File: config.mk
export PLATFORM = sky130hd
export DESIGN_NAME = dual_half_timer
export DESIGN_NICKNAME = d
export VERILOG_FILES = /design/src/rtl/dht_pkg.sv /design/src/rtl/dht_ctrl.sv /design/src/rtl/dht_datapath.sv /design/src/rtl/dual_half_timer.sv
export SDC_FILE = /design/constraint.sdc
export NUM_CORES = 1
export LEC_CHECK = 0
export ABC_CLOCK_PERIOD_IN_PS = 3300
export BUFFER_PORTS_ARGS = -buffer_cell sky130_fd_sc_hd__buf_2
export CAP_MARGIN = 30
export CORE_UTILIZATION = 50
export CTS_BUF_LIST = sky130_fd_sc_hd__clkbuf_16
export CTS_CLUSTER_DIAMETER = 80
export DETAILED_ROUTE_END_ITERATION = 16
export PLACE_DENSITY = 0.71
export SLEW_MARGIN = 15
export SYNTH_ARGS = -nofsm -noshare
export SYNTH_HDL_FRONTEND = slang
export SYNTH_SLANG_ARGS = --single-unit
File: constraint.sdc
create_clock -name clk -period 3.3 [get_ports clk]
set_input_delay 0.33 -clock clk [delete_from_list [all_inputs] [get_ports clk]]
set_output_delay 0.33 -clock clk [all_outputs]
set_load 0.01 [all_outputs]
File: src/rtl/dht_pkg.sv
`timescale 1ns/100ps
package dht_pkg;

  typedef enum logic [1:0] {
    MODE_SPLIT      = 2'd0,
    MODE_TIMER_EVT  = 2'd1,
    MODE_CASC_TIMER = 2'd2,
    MODE_CASC_EVT   = 2'd3
  } mode_e;

  localparam logic [2:0] ADDR_MODE   = 3'd0;
  localparam logic [2:0] ADDR_RELOAD = 3'd1;
  localparam logic [2:0] ADDR_MLOW   = 3'd2;
  localparam logic [2:0] ADDR_MHIGH  = 3'd3;
  localparam logic [2:0] ADDR_FLAGS  = 3'd4;
  localparam logic [2:0] ADDR_CLOW   = 3'd5;
  localparam logic [2:0] ADDR_CHIGH  = 3'd6;

  typedef struct packed {
    logic lowTick;
    logic highTick;
    logic cascade;
    logic clrAll;
    logic clrLowFlag;
    logic clrHighFlag;
    logic wrMatchLow;
    logic wrMatchHigh;
  } strobe_t;

endpackage

File: src/rtl/dht_ctrl.sv
`timescale 1ns/100ps
module dht_ctrl
  import dht_pkg::*;
#(
  parameter int DATA_W      = 8,
  parameter int PRE_W       = 8,
  parameter int FIX_DIV     = 4,
  parameter int SYNC_STAGES = 2
) (
  input  logic              clk,
  input  logic              rstN,
  input  logic              wrEn,
  input  logic [2:0]        wrAddr,
  input  logic [DATA_W-1:0] wrData,
  input  logic              evtIn,
  output strobe_t           strb,
  output mode_e             modeQ,
  output logic [PRE_W-1:0]  reloadQ
);

  localparam int FIX_W = (FIX_DIV > 2) ? $clog2(FIX_DIV) : 1;
  localparam logic [FIX_W-1:0] FIX_LAST = FIX_W'(FIX_DIV - 1);

  logic [FIX_W-1:0]       fixCnt;
  logic [PRE_W-1:0]       preCnt;
  logic [SYNC_STAGES-1:0] syncQ;
  logic                   evtPrev;
  logic                   wrMode, wrReload, restartPre;
  logic                   fixTick, preTick, evtRise;

  assign wrMode     = wrEn && (wrAddr == ADDR_MODE);
  assign wrReload   = wrEn && (wrAddr == ADDR_RELOAD);
  assign restartPre = wrMode || wrReload;

  // fixed divider followed by the reloadable down-counter
  assign fixTick = (fixCnt == FIX_LAST);
  assign preTick = fixTick && (preCnt == '0);

  always_ff @(posedge clk or negedge rstN) begin
    if (!rstN) begin
      modeQ   <= MODE_SPLIT;
      reloadQ <= '0;
      fixCnt  <= '0;
      preCnt  <= '0;
    end else begin
      if (wrMode)   modeQ   <= mode_e'(wrData[1:0]);
      if (wrReload) reloadQ <= wrData[PRE_W-1:0];
      if (restartPre) begin
        fixCnt <= '0;
        preCnt <= wrReload ? wrData[PRE_W-1:0] : reloadQ;
      end else begin
        fixCnt <= fixTick ? '0 : fixCnt + 1'b1;
        if (fixTick) preCnt <= (preCnt == '0) ? reloadQ : preCnt - 1'b1;
      end
    end
  end

  // event line: synchronizer chain, then rising-edge detect
  always_ff @(posedge clk or negedge rstN) begin
    if (!rstN) begin
      syncQ   <= '0;
      evtPrev <= 1'b0;
    end else begin
      syncQ   <= {syncQ[SYNC_STAGES-2:0], evtIn};
      evtPrev <= syncQ[SYNC_STAGES-1];
    end
  end
  assign evtRise = syncQ[SYNC_STAGES-1] && !evtPrev;

  always_comb begin
    strb             = '0;
    strb.clrAll      = wrMode;
    strb.clrLowFlag  = wrEn && (wrAddr == ADDR_FLAGS) && wrData[0];
    strb.clrHighFlag = wrEn && (wrAddr == ADDR_FLAGS) && wrData[1];
    strb.wrMatchLow  = wrEn && (wrAddr == ADDR_MLOW);
    strb.wrMatchHigh = wrEn && (wrAddr == ADDR_MHIGH);
    unique case (modeQ)
      MODE_SPLIT: begin
        strb.lowTick  = preTick;
        strb.highTick = preTick;
      end
      MODE_TIMER_EVT: begin
        strb.lowTick  = preTick;
        strb.highTick = evtRise;
      end
      MODE_CASC_TIMER: begin
        strb.cascade = 1'b1;
        strb.lowTick = preTick;
      end
      MODE_CASC_EVT: begin
        strb.cascade = 1'b1;
        strb.lowTick = evtRise;
      end
      default: ;
    endcase
  end

  // one strobe per edge of the event line
  a_r4_single_rise: assert property (@(posedge clk) disable iff (!rstN)
    evtRise |=> !evtRise);

  // prescaler tick never lasts two cycles
  a_r2_tick_spacing: assert property (@(posedge clk) disable iff (!rstN)
    preTick |=> !preTick);

  // a reload write leaves the divider at its start point
  a_r10_restart: assert property (@(posedge clk) disable iff (!rstN)
    wrReload |=> (fixCnt == '0) && (preCnt == $past(wrData[PRE_W-1:0])));

endmodule

File: src/rtl/dht_datapath.sv
`timescale 1ns/100ps
module dht_datapath
  import dht_pkg::*;
#(
  parameter int HALF_W = 8
) (
  input  logic              clk,
  input  logic              rstN,
  input  strobe_t           strb,
  input  logic [HALF_W-1:0] wrData,
  output logic [HALF_W-1:0] cntLow,
  output logic [HALF_W-1:0] cntHigh,
  output logic [HALF_W-1:0] matchLow,
  output logic [HALF_W-1:0] matchHigh,
  output logic              flagLow,
  output logic              flagHigh
);

  localparam int WIDE_W = 2 * HALF_W;

  logic              lowHit, highHit, wideHit;
  logic              setLow, setHigh;
  logic [WIDE_W-1:0] wideNext;

  assign lowHit   = (cntLow == matchLow);
  assign highHit  = (cntHigh == matchHigh);
  assign wideHit  = lowHit && highHit;
  assign wideNext = {cntHigh, cntLow} + 1'b1;

  assign setLow  = !strb.cascade && strb.lowTick && lowHit;
  assign setHigh = strb.cascade ? (strb.lowTick && wideHit)
                                : (strb.highTick && highHit);

  always_ff @(posedge clk or negedge rstN) begin
    if (!rstN) begin
      matchLow  <= '1;
      matchHigh <= '1;
    end else begin
      if (strb.wrMatchLow)  matchLow  <= wrData;
      if (strb.wrMatchHigh) matchHigh <= wrData;
    end
  end

  always_ff @(posedge clk or negedge rstN) begin
    if (!rstN) begin
      cntLow  <= '0;
      cntHigh <= '0;
    end else if (strb.clrAll) begin
      cntLow  <= '0;
      cntHigh <= '0;
    end else if (strb.cascade) begin
      if (strb.lowTick) {cntHigh, cntLow} <= wideHit ? '0 : wideNext;
    end else begin
      if (strb.lowTick)  cntLow  <= lowHit  ? '0 : cntLow + 1'b1;
      if (strb.highTick) cntHigh <= highHit ? '0 : cntHigh + 1'b1;
    end
  end

  always_ff @(posedge clk or negedge rstN) begin
    if (!rstN) begin
      flagLow  <= 1'b0;
      flagHigh <= 1'b0;
    end else if (strb.clrAll) begin
      flagLow  <= 1'b0;
      flagHigh <= 1'b0;
    end else begin
      if (setLow)               flagLow  <= 1'b1;
      else if (strb.clrLowFlag) flagLow  <= 1'b0;
      if (setHigh)               flagHigh <= 1'b1;
      else if (strb.clrHighFlag) flagHigh <= 1'b0;
    end
  end

  // flags hold until cleared
  a_r8_low_sticky: assert property (@(posedge clk) disable iff (!rstN)
    flagLow && !strb.clrLowFlag && !strb.clrAll |=> flagLow);
  a_r8_high_sticky: assert property (@(posedge clk) disable iff (!rstN)
    flagHigh && !strb.clrHighFlag && !strb.clrAll |=> flagHigh);

  // joined modes never raise the low request
  a_r7_no_low_req: assert property (@(posedge clk) disable iff (!rstN)
    strb.cascade && !flagLow |=> !flagLow);

  // a mode write empties counts and flags
  a_r9_clear_all: assert property (@(posedge clk) disable iff (!rstN)
    strb.clrAll |=> (cntLow == '0) && (cntHigh == '0) && !flagLow && !flagHigh);

  // without a tick the low count holds, compare writes included
  a_r12_low_hold: assert property (@(posedge clk) disable iff (!rstN)
    !strb.lowTick && !strb.clrAll |=> $stable(cntLow));

endmodule

File: src/rtl/dual_half_timer.sv
`timescale 1ns/100ps
module dual_half_timer
  import dht_pkg::*;
#(
  parameter int HALF_W      = 8,
  parameter int PRE_W       = 8,
  parameter int FIX_DIV     = 4,
  parameter int SYNC_STAGES = 2
) (
  input  logic              clk,
  input  logic              rstN,
  input  logic              wrEn,
  input  logic [2:0]        wrAddr,
  input  logic [HALF_W-1:0] wrData,
  input  logic [2:0]        rdAddr,
  output logic [HALF_W-1:0] rdData,
  input  logic              evtIn,
  output logic              irqLow,
  output logic              irqHigh
);

  strobe_t           strb;
  mode_e             modeQ;
  logic [PRE_W-1:0]  reloadQ;
  logic [HALF_W-1:0] cntLow, cntHigh, matchLow, matchHigh;
  logic              flagLow, flagHigh;

  dht_ctrl #(
    .DATA_W(HALF_W), .PRE_W(PRE_W), .FIX_DIV(FIX_DIV), .SYNC_STAGES(SYNC_STAGES)
  ) u_ctrl (
    .clk(clk), .rstN(rstN), .wrEn(wrEn), .wrAddr(wrAddr), .wrData(wrData),
    .evtIn(evtIn), .strb(strb), .modeQ(modeQ), .reloadQ(reloadQ)
  );

  dht_datapath #(.HALF_W(HALF_W)) u_dp (
    .clk(clk), .rstN(rstN), .strb(strb), .wrData(wrData),
    .cntLow(cntLow), .cntHigh(cntHigh), .matchLow(matchLow),
    .matchHigh(matchHigh), .flagLow(flagLow), .flagHigh(flagHigh)
  );

  assign irqLow  = flagLow;
  assign irqHigh = flagHigh;

  always_comb begin
    unique case (rdAddr)
      ADDR_MODE:   rdData = HALF_W'(modeQ);
      ADDR_RELOAD: rdData = HALF_W'(reloadQ);
      ADDR_MLOW:   rdData = matchLow;
      ADDR_MHIGH:  rdData = matchHigh;
      ADDR_FLAGS:  rdData = HALF_W'({flagHigh, flagLow});
      ADDR_CLOW:   rdData = cntLow;
      ADDR_CHIGH:  rdData = cntHigh;
      default:     rdData = '0;
    endcase
  end

endmodule

==> reports/metrics.yaml, run 1 <==
cts.sinks: 57
routed_via_density: 6.02
n_fill_cell: 580
worstSetupStartpoint: "u_ctrl.fixCnt[0]"
critical_path_class: "register to register"
p_seq_share_pct: 39.7
ant_nets: 0
numPortBuffers: 27
p_sw_share_pct: 31.8
cts_tree: "built"
layout-drive-gt1-share_pct: 25.3
gp_congestion: 0.879
pre_cts_ws_ns: 0.730
final_common_cell: "dfrtp_1"
yosysUniqueCellTypes: 53
antenna_found_initial: 0
die_x_um: 85.7
hold_viol: 0
final.setup.tns_ns: 0
syn_area_um2: 3500
p_leak_nw: 1.66
status: "finished, final reports clean"
slew_violations: 0
grt_pass1_vias: 2780
final_nets: 409
synthArstFlopShare_pct: 100
clk_latency_ns: 0.33
crit_slowest_cell: "or4b_1"
num_io_pins: 28
cap_violations: 0
first_pass_iters: 5
cp.depth: 7
cp-start-kind: "register"
clk_path_buf_depth: 2
syn_nets: 387
rsz0062_at_grt: "false"
route.detailed.drc: 0
num_rows: 30
fin_crit_sh_pct: 79.5
synth-seq-cells: 57
cts_hold_repair.buffers: 0
die_h_um: 85.7
syn_inst: 364
fin_util_pct: 59.3
internal-power_w: 0.00199
tightest_slew_ns: 0.833
cts_buffers: 9
ys.warnings.count: 0
clock.fmax_mhz: 381
rr_startpoint: "u_ctrl.fixCnt[0]"
syn_to_final_growth_pct: 15.1
layout_common_cells: "dfrtp_1 (41), nand2_1 (40), mux2_2 (28)"
rr_worst_depth: 7
post-route-min-period_ns: 2.62
grt_overflow: 0
dpl.hpwl_um: 6360
avgSynthCellArea_um2: 9.62
grt_max_degree: 35
power.switching_w: 0.000927
cts_setup_buffers: 0
grt_pass1_wl_um: 14400
cp_top_family: "simple AND/OR/NAND/NOR gates"
clk_pin_slew_ns: 0.05
die_area_um2: 7340
cts_root_buf: "clkbuf_16"
cp_num_buf_inv: 0
synth_edf_count: 0
setup_ws_ns: 0.676
path_cells: "ha_1, or4b_1, o311ai_4, and3_1, nand4_1, or3_1, a21oi_1"
ys_seq_area_share_pct: 41.3
vias: 2931
drt-wirelength-per-cell_um: 18.2
h-tree-depth: 3
slew_headroom_pct: 44.2
r2r_slack_ns: 0.68
drtIter0Drc: 130
powerDensity_nw_per_um2: 723
worst_ep_arrival_time_ns: 2.88
synthFlopType: "dfrtp_1"
num_antenna_cells: 0
max_stage_delay_ns: 0.66
initial_core_util_pct: 51.5
end_kind: "register"
power_frac_clock_pct: 35.8
pwr-share-comb_pct: 24.5
hold_class: "input port to async pin"
core_um2: 6790
worstSetupEndpoint: "u_dp.cntHigh[7]"
vdd_ir_drop_max_v: 0.000378
crit_fanout: 12
cts_resized: 0
required_ns: 3.55
r2r_end: "u_dp.cntHigh[7]"
finalSetupViolCount: 0
grt_usage_pct: 26.1
fin_skew_ns: 0.00679
routed_wl_um: 8860
-- sequential cells by signal (all words and copies together), names as in the netlist, 8 cells and up --
register / flops
u_dp.cntHigh: 8
u_dp.matchLow: 8
u_dp.cntLow: 8
u_dp.matchHigh: 8
u_ctrl.preCnt: 8
u_ctrl.reloadQ: 8
-- cells in the mapped netlist (all sizes together), types with 3 or more instances --
cell     n  area, um2
dfstp   16        420
o211ai   4       30.0
dfrtp   41       1030
nor3     7       35.0
xnor2   18        158
buf      4       23.8
or3b     3       26.3
o31ai    3       22.5
nor2b    7       43.8
xor2     3       26.3
a21boi   3       22.5
or3      4       25.0
ha       5       62.6
mux2i   17        170
a21oi   21        105
o21a     3       22.5
clkbuf  14       52.6
mux2    28        315
nand3   10       50.1
a22oi    5       37.5
o21ai   27        139
a31oi    3       18.8
or4b     4       43.8
inv      7       26.3
nor2    25       93.8
and2     4       25.0
and3     5       31.3
nand2   40        150
nand4   10       62.6
-- how the worst min path moves through the flow --
| stage | cells past startpoint | endpoint | startpoint |
|---|---|---|---|
| after global placement | 0 | u_ctrl.syncQ[1] | u_ctrl.syncQ[0] |
| after global routing | 1 | u_ctrl.syncQ[0] | evtIn |
| after CTS | 1 | u_ctrl.syncQ[0] | evtIn |
| after floorplan | 0 | u_ctrl.evtPrev | rstN |
| after detailed placement | 0 | u_ctrl.syncQ[1] | u_ctrl.syncQ[0] |
| final | 1 | u_ctrl.modeQ[0] | rstN |
-- power groups by stage --
| stage | Combinational [W] | Sequential, W | Clock [W] |
|---|---|---|---|
| 3_3_place_gp | 0.000686 | 0.00115 | 0 |
| 5_1_grt | 0.000809 | 0.00118 | 0.00108 |
| 3_5_place_dp | 0.000706 | 0.00115 | 0 |
| 2_1_floorplan | 0.000578 | 0.00106 | 0 |
| 6_report | 0.000714 | 0.00116 | 0.00104 |
| 4_1_cts | 0.000714 | 0.00115 | 0.00106 |
-- worst reg2reg max path, delay by kind of cell (launching register included) --
family                   cells  cell delay, ns
AND/OR/NAND/NOR              4            1.32
adder cells (fa/ha/maj)      1            0.35
flip-flops                   1            0.34
AO/OA/AOI/OAI                2            0.55
-- logic make-up (layout without fill, tap and decap cells) --
family,count (synthesis),in the layout,share of synthesized area [%]
AOI/OAI and AO/OA,82,82,14.9
xor gates and xnor gates,21,21,5.25
adders and majority gates,5,5,1.79
buffers and inverters,25,52,2.93
DFF,57,57,41.3
muxes,47,47,15.2
and+or+nand+nor,127,127,18.6
-- per-stage QoR --
step	hold WS (ns)	power, W	instance area (um2)	instances
after global routing	0.113	0.00307	4030	487
after global placement	0.342	0.00183	3690	471
after floorplan	0.0344	0.00163	3500	364
final	0.0923	0.00292	4030	487
after CTS	0.111	0.00292	4030	487
after detailed placement	0.338	0.00186	3690	471
-- layer usage --
metal | GRT usage (%) | wire length, um | share of wire [%] | vias up
li1 | - | - | - | 1370
met1 | 37.0 | 4050 | 46 | 1411
met2 | 39.5 | 4020 | 45 | 133
met3 | 3.95 | 584 | 6.6 | 17
met4 | 11.8 | 206 | 2.3 | 0
met5 | 0 | 0 | 0 | -
-- area by class of cell --
class                           instances  area [um2]  area share [%]
Sequential cell                        57        1450            35.9
Multi-Input combinational cell        282        1950            48.4
Timing Repair Buffer                   29         150            3.73
Inverter                                7        26.3           0.652
Clock buffer                            9         225            5.59
Tap cell                               96         120            2.98
Clock inverter                          7         110            2.73
No activity file was read; power rests on OpenSTA's default activity.
==> run 2, diff against run 1 <==
ABC_AREA = 1   (was default)
ABC_CLOCK_PERIOD_IN_PS = 2170   (was 3300)
PLACE_DENSITY = 0.74   (was 0.71)
clock period = 2.17 ns   (was 3.3 ns; I/O delays follow)
==> run 2 against run 1 <==
  * Synthesized cell count up 51%
  * Clock skew fell by 0.0030 ns
  * Die area grew 8.0%
  * Sequential share of layout area shrank 2.5 points
  * Worst hold slack gained 0.047 ns
  * Final area grew 7.5%
  * Wire length increased by 13%
  * Count of clock-buffer cells in the layout unchanged
  * Non-clock buffer count grew 2
  * Clock power increased by 29%
  * Global-route usage grew 2.3 points
  * Largest cell class unchanged
==> reports/metrics.yaml, run 2 <==
status: "finished, final reports clean"
finalInstanceArea_um2: 4330
grt_usage_pct: 28.4
vdd_ir_drop_max_v: 0.000543
cts.sinks: 57
die_area_um2: 7930
clock.fmax_mhz: 533
tightest_slew_ns: 0.616
hold_class: "input port to register"
synth_area_leaders: "dfrtp_1 (27%), nand2_1 (19%), dfstp_2 (11%)"
first_pass_iters: 5
path_cells: "inv_2, o22ai_1, or3_1, buf_2"
cp-start-kind: "register"
routed_via_density: 5.40
ant_nets: 0
num_rows: 31
yosysTopAreaCell: "dfrtp_1"
dpl.hpwl_um: 7730
powerDensity_nw_per_um2: 1010
yosysTopAreaCellShare_pct: 27.1
end_kind: "output port"
synth_edf_count: 0
grt_pass1_wl_um: 16600
initial_core_util_pct: 51.9
cap_violations: 0
place_area_um2: 4030
fin_skew_ns: 0.00381
slew_violations: 0
final.setup.tns_ns: 0
synthArstFlopShare_pct: 100
synthFlopType: "dfrtp_1"
antenna_found_initial: 0
numPortBuffers: 27
p_leak_nw: 2.18
die_x_um: 89.0
clk_path_buf_depth: 2
routed_wl_um: 10100
grt_overflow: 0
post-route-min-period_ns: 1.88
num_antenna_cells: 0
hold_viol: 0
crit_fanout: 7
layout_common_cells: "nand2_1 (192), inv_1 (66), dfrtp_1 (41)"
gp_congestion: 0.929
crit_slowest_cell: "dfrtp_1"
worst_ep_arrival_time_ns: 1.66
die_h_um: 89.0
layout-drive-gt1-share_pct: 16.6
required_ns: 1.95
cts_root_buf: "clkbuf_16"
cts_tree: "built"
h-tree-depth: 3
max_stage_delay_ns: 0.49
final_nets: 608
synth_common_cells: "nand2_1 (192), inv_1 (65), dfrtp_1 (41), nor2_1 (40), nand3_1 (38)"
grt_pass1_vias: 3493
drtIter0Drc: 317
rsz0062_at_grt: "false"
clk_pin_slew_ns: 0.05
n_fill_cell: 691
cts_resized: 0
yosysUniqueCellTypes: 38
slew_headroom_pct: 58.9
vias: 3712
r2r_slack_ns: 0.41
synth-seq-cells: 57
clk_latency_ns: 0.33
syn_area_um2: 3790
avgSynthCellArea_um2: 6.89
yosysMostFrequentCell: "nand2_1"
route.detailed.drc: 0
syn_nets: 573
ys.warnings.count: 0
syn_to_final_growth_pct: 14.3
drt-wirelength-per-cell_um: 14.6
fin_crit_sh_pct: 86.5
final_common_cell: "nand2_1"
grt_max_degree: 34
core_um2: 7290
ys_seq_area_share_pct: 38.2
cts_buffers: 9
syn_inst: 550
finalSetupViolCount: 0
num_io_pins: 28
critical_path_class: "register to output port"
[run 2: critical path, delay by kind of cell (launching register included)]
family,cells,cell delay (ns)
buffers and inverters,2,0.32
AO/OA/AOI/OAI,1,0.09
flip-flops,1,0.49
AND/OR/NAND/NOR,1,0.43
[run 2: what timing repair did]
item	CTS	global route
hold endpoints to repair	22	0
setup buffers	0	0
hold buffers	2	0
[run 2: per-layer routing]
metal	part of all wire [%]	GRT usage, %
met2	46	45.9
met5	0	0
met4	2.4	13.7
met1	45	36.9
met3	5.8	5.17
[run 2: logic make-up (layout without fill, tap and decap cells)]
| logic type | Yosys count | after routing | share of synthesized area (%) |
|---|---|---|---|
| buf+inv | 92 | 131 | 9.55 |
| simple gates | 303 | 303 | 35.1 |
| xor+xnor | 13 | 13 | 3.01 |
| fa+ha+maj | 5 | 5 | 1.65 |
| compound gates | 80 | 80 | 12.6 |
| flops | 57 | 57 | 38.2 |
[run 2: path summary, 6_finish.rpt]
kind / startpoint / to / depth (start not counted)
worst min-delay path: wrData[1] / u_ctrl.modeQ[1] / 2
worst min register to register: u_ctrl.syncQ[0] / u_ctrl.syncQ[1] / 0
worst max register to register: u_ctrl.preCnt[0] / u_dp.cntHigh[5] / 12
max in group asynchronous: rstN / u_dp.matchLow[1] / 3
worst max-delay path: u_dp.cntHigh[0] / rdData[0] / 4
min in group asynchronous: rstN / u_dp.cntLow[0] / 2
[run 2: where the power goes]
part	switching, W	internal (W)
clock	0.000475	0.000863
combinational	0.000883	0.000516
sequential	0.000274	0.00134
[run 2: layout make-up]
class                   instances  area (um2)  share of cell area [%]
multi-input cells             401        1980                    45.7
well taps                      99         124                    2.86
repair buffers                 31         183                    4.22
flip-flops and latches         57        1450                    33.4
clock inverters                 6        51.3                    1.18
clock buffers                   9         225                    5.20
inverters                      85         322                    7.43
[run 2: through the flow]
step,cells,utilization [%],setup slack [ns],total power (W),hold WS (ns)
after CTS,688,59.4,0.311,0.00436,0.130
after floorplan,550,-,0.720,0.00262,-0.0786
after detailed placement,671,55.3,0.429,0.00301,0.264
after global routing,688,59.4,0.244,0.00465,0.151
final,688,59.4,0.293,0.00435,0.139
after global placement,671,55.3,0.469,0.00296,0.256
==> run 3, diff against run 2 <==
ABC_AREA = default   (was 1)
==> run 3 against run 2 <==
  * The run now ends with setup timing left
  * Clock skew up 0.0028 ns
  * Combinational power up 24%
  * Critical path type is now register to register
  * Largest power group is now combinational cells
  * Core utilization up 7.2 points
  * Sequential share of layout area down 1.4 points
  * Total power up 12%
  * Register-to-register slack worse by 0.52 ns
==> reports/metrics.yaml, run 3 (synthesis gave the netlist of run 1 again) <==
status: "finished, violations left"
violations: "setup timing"
end_kind: "register"
vdd_ir_drop_max_v: 0.000814
final.setup.tns_ns: -0.864
cp-start-kind: "register"
cts_root_buf: "clkbuf_16"
drtIter0Drc: 307
tightest_slew_ns: 0.567
antenna_found_initial: 0
num_rows: 30
layout-drive-gt1-share_pct: 37.4
n_fill_cell: 524
first_pass_iters: 6
vias: 3279
slew_violations: 0
cts_tree: "built"
die_x_um: 85.7
clock.fmax_mhz: 438
syn_to_final_growth_pct: 29.2
final_common_cell: "buf_4"
post-route-min-period_ns: 2.28
met2_usage_pct: 48.0
path_cells: "inv_2, ha_4, or4b_4, o31a_1, or3_4, o21ai_4, nor2_1"
core_um2: 6790
grt_pass1_wl_um: 16100
drt-wirelength-per-cell_um: 18.5
hold_class: "input port to register"
crit_slowest_cell: "or4b_4"
p_leak_nw: 1.94
worst_ep_arrival_time_ns: 2.49
fin_crit_sh_pct: 105
grt_pass1_vias: 3236
numPortBuffers: 27
slew_headroom_pct: 62.2
route.detailed.drc: 0
initial_core_util_pct: 51.5
required_ns: 2.38
busiest_layer: "met2"
final_nets: 462
fin_skew_ns: 0.00659
fin_util_pct: 66.6
hold_viol: 0
grt_max_degree: 36
gp_congestion: 0.918
clk_path_buf_depth: 2
met3_usage_pct: 6.06
cts_buffers: 9
pre_cts_ws_ns: -0.124
clk_pin_slew_ns: 0.05
routed_via_density: 6.07
critical_path_class: "register to register"
finalInstanceArea_um2: 4520
ant_nets: 0
powerDensity_nw_per_um2: 1070
layout_common_cells: "buf_4 (51), dfrtp_1 (41), nand2_1 (40)"
use_met1_pct: 35.9
die_h_um: 85.7
grt_overflow: 0
num_io_pins: 28
setup_ws_ns: -0.113
cts.sinks: 57
cap_violations: 0
max_stage_delay_ns: 0.54
clk_latency_ns: 0.33
dpl.hpwl_um: 7190
place_area_um2: 4010
num_antenna_cells: 0
finalSetupViolCount: 14
grt_usage_pct: 28.9
rsz0062_at_grt: "true"
crit_fanout: 6
die_area_um2: 7340
h-tree-depth: 3
routed_wl_um: 10000
design_power_total_w: 0.00485
==> run 3: final timing paths <==
| path | startpoint | end | slack [ns] | cells past startpoint |
|---|---|---|---|---|
| worst max-delay path | u_ctrl.preCnt[0] | u_dp.cntLow[3] | -0.11 | 7 |
| worst min-delay path | wrData[6] | u_ctrl.reloadQ[6] | 0.16 | 3 |
| worst max register to register | u_ctrl.preCnt[0] | u_dp.cntLow[3] | -0.11 | 7 |
| worst min register to register | u_ctrl.syncQ[0] | u_ctrl.syncQ[1] | 0.35 | 0 |
| max in group asynchronous | rstN | u_dp.matchHigh[1] | 1.10 | 3 |
| min in group asynchronous | rstN | u_dp.cntHigh[0] | 0.42 | 2 |
==> run 3: layer usage <==
metal,part of all wire (%),vias up,routed length [um]
met2,50,156,4980
met1,41,1605,4080
met3,6.0,40,596
met5,0,-,0
met4,3.4,0,342
li1,-,1478,-
==> run 3: report_power, final <==
group,total (W),leakage (nW),switching (W),internal [W]
Sequential,0.00164,0.672,0.000268,0.00137
Clock,0.00148,0.150,0.000493,0.000990
Combinational,0.00173,1.12,0.000845,0.000885
Total,0.00485,1.94,0.00161,0.00325
==> run 3: metrics by stage <==
stage | hold WS, ns | std cells
2_1_floorplan | -0.0786 | 364
3_3_place_gp | 0.223 | 510
3_5_place_dp | 0.238 | 510
4_1_cts | 0.159 | 534
5_1_grt | 0.171 | 540
6_report | 0.161 | 540
==> run 3: layout make-up <==
type,count,area [um2],share of cell area [%]
Multi-Input combinational cell,282,2050,45.3
Sequential cell,57,1450,32.0
Timing Repair Buffer,82,569,12.6
Clock buffer,9,225,4.98
Tap cell,96,120,2.66
Clock inverter,7,85.1,1.88
Inverter,7,26.3,0.581
==> run 3: critical path: cells and delay by family (launching register included) <==
family                   cells  cell delay [ns]
AO/OA/AOI/OAI                2             0.57
buffers and inverters        1             0.09
AND/OR/NAND/NOR              3             0.98
adder cells (fa/ha/maj)      1             0.12
flip-flops                   1             0.40
==> run 3: what timing repair did <==
item / CTS / global route
hold buffers: 2 / 0
hold endpoints to repair: 17 / 0
setup buffers: 6 / 6
pin swaps: 1 / 5
endpoints found under the setup margin: 15 / 18
gates resized for setup: 10 / 11
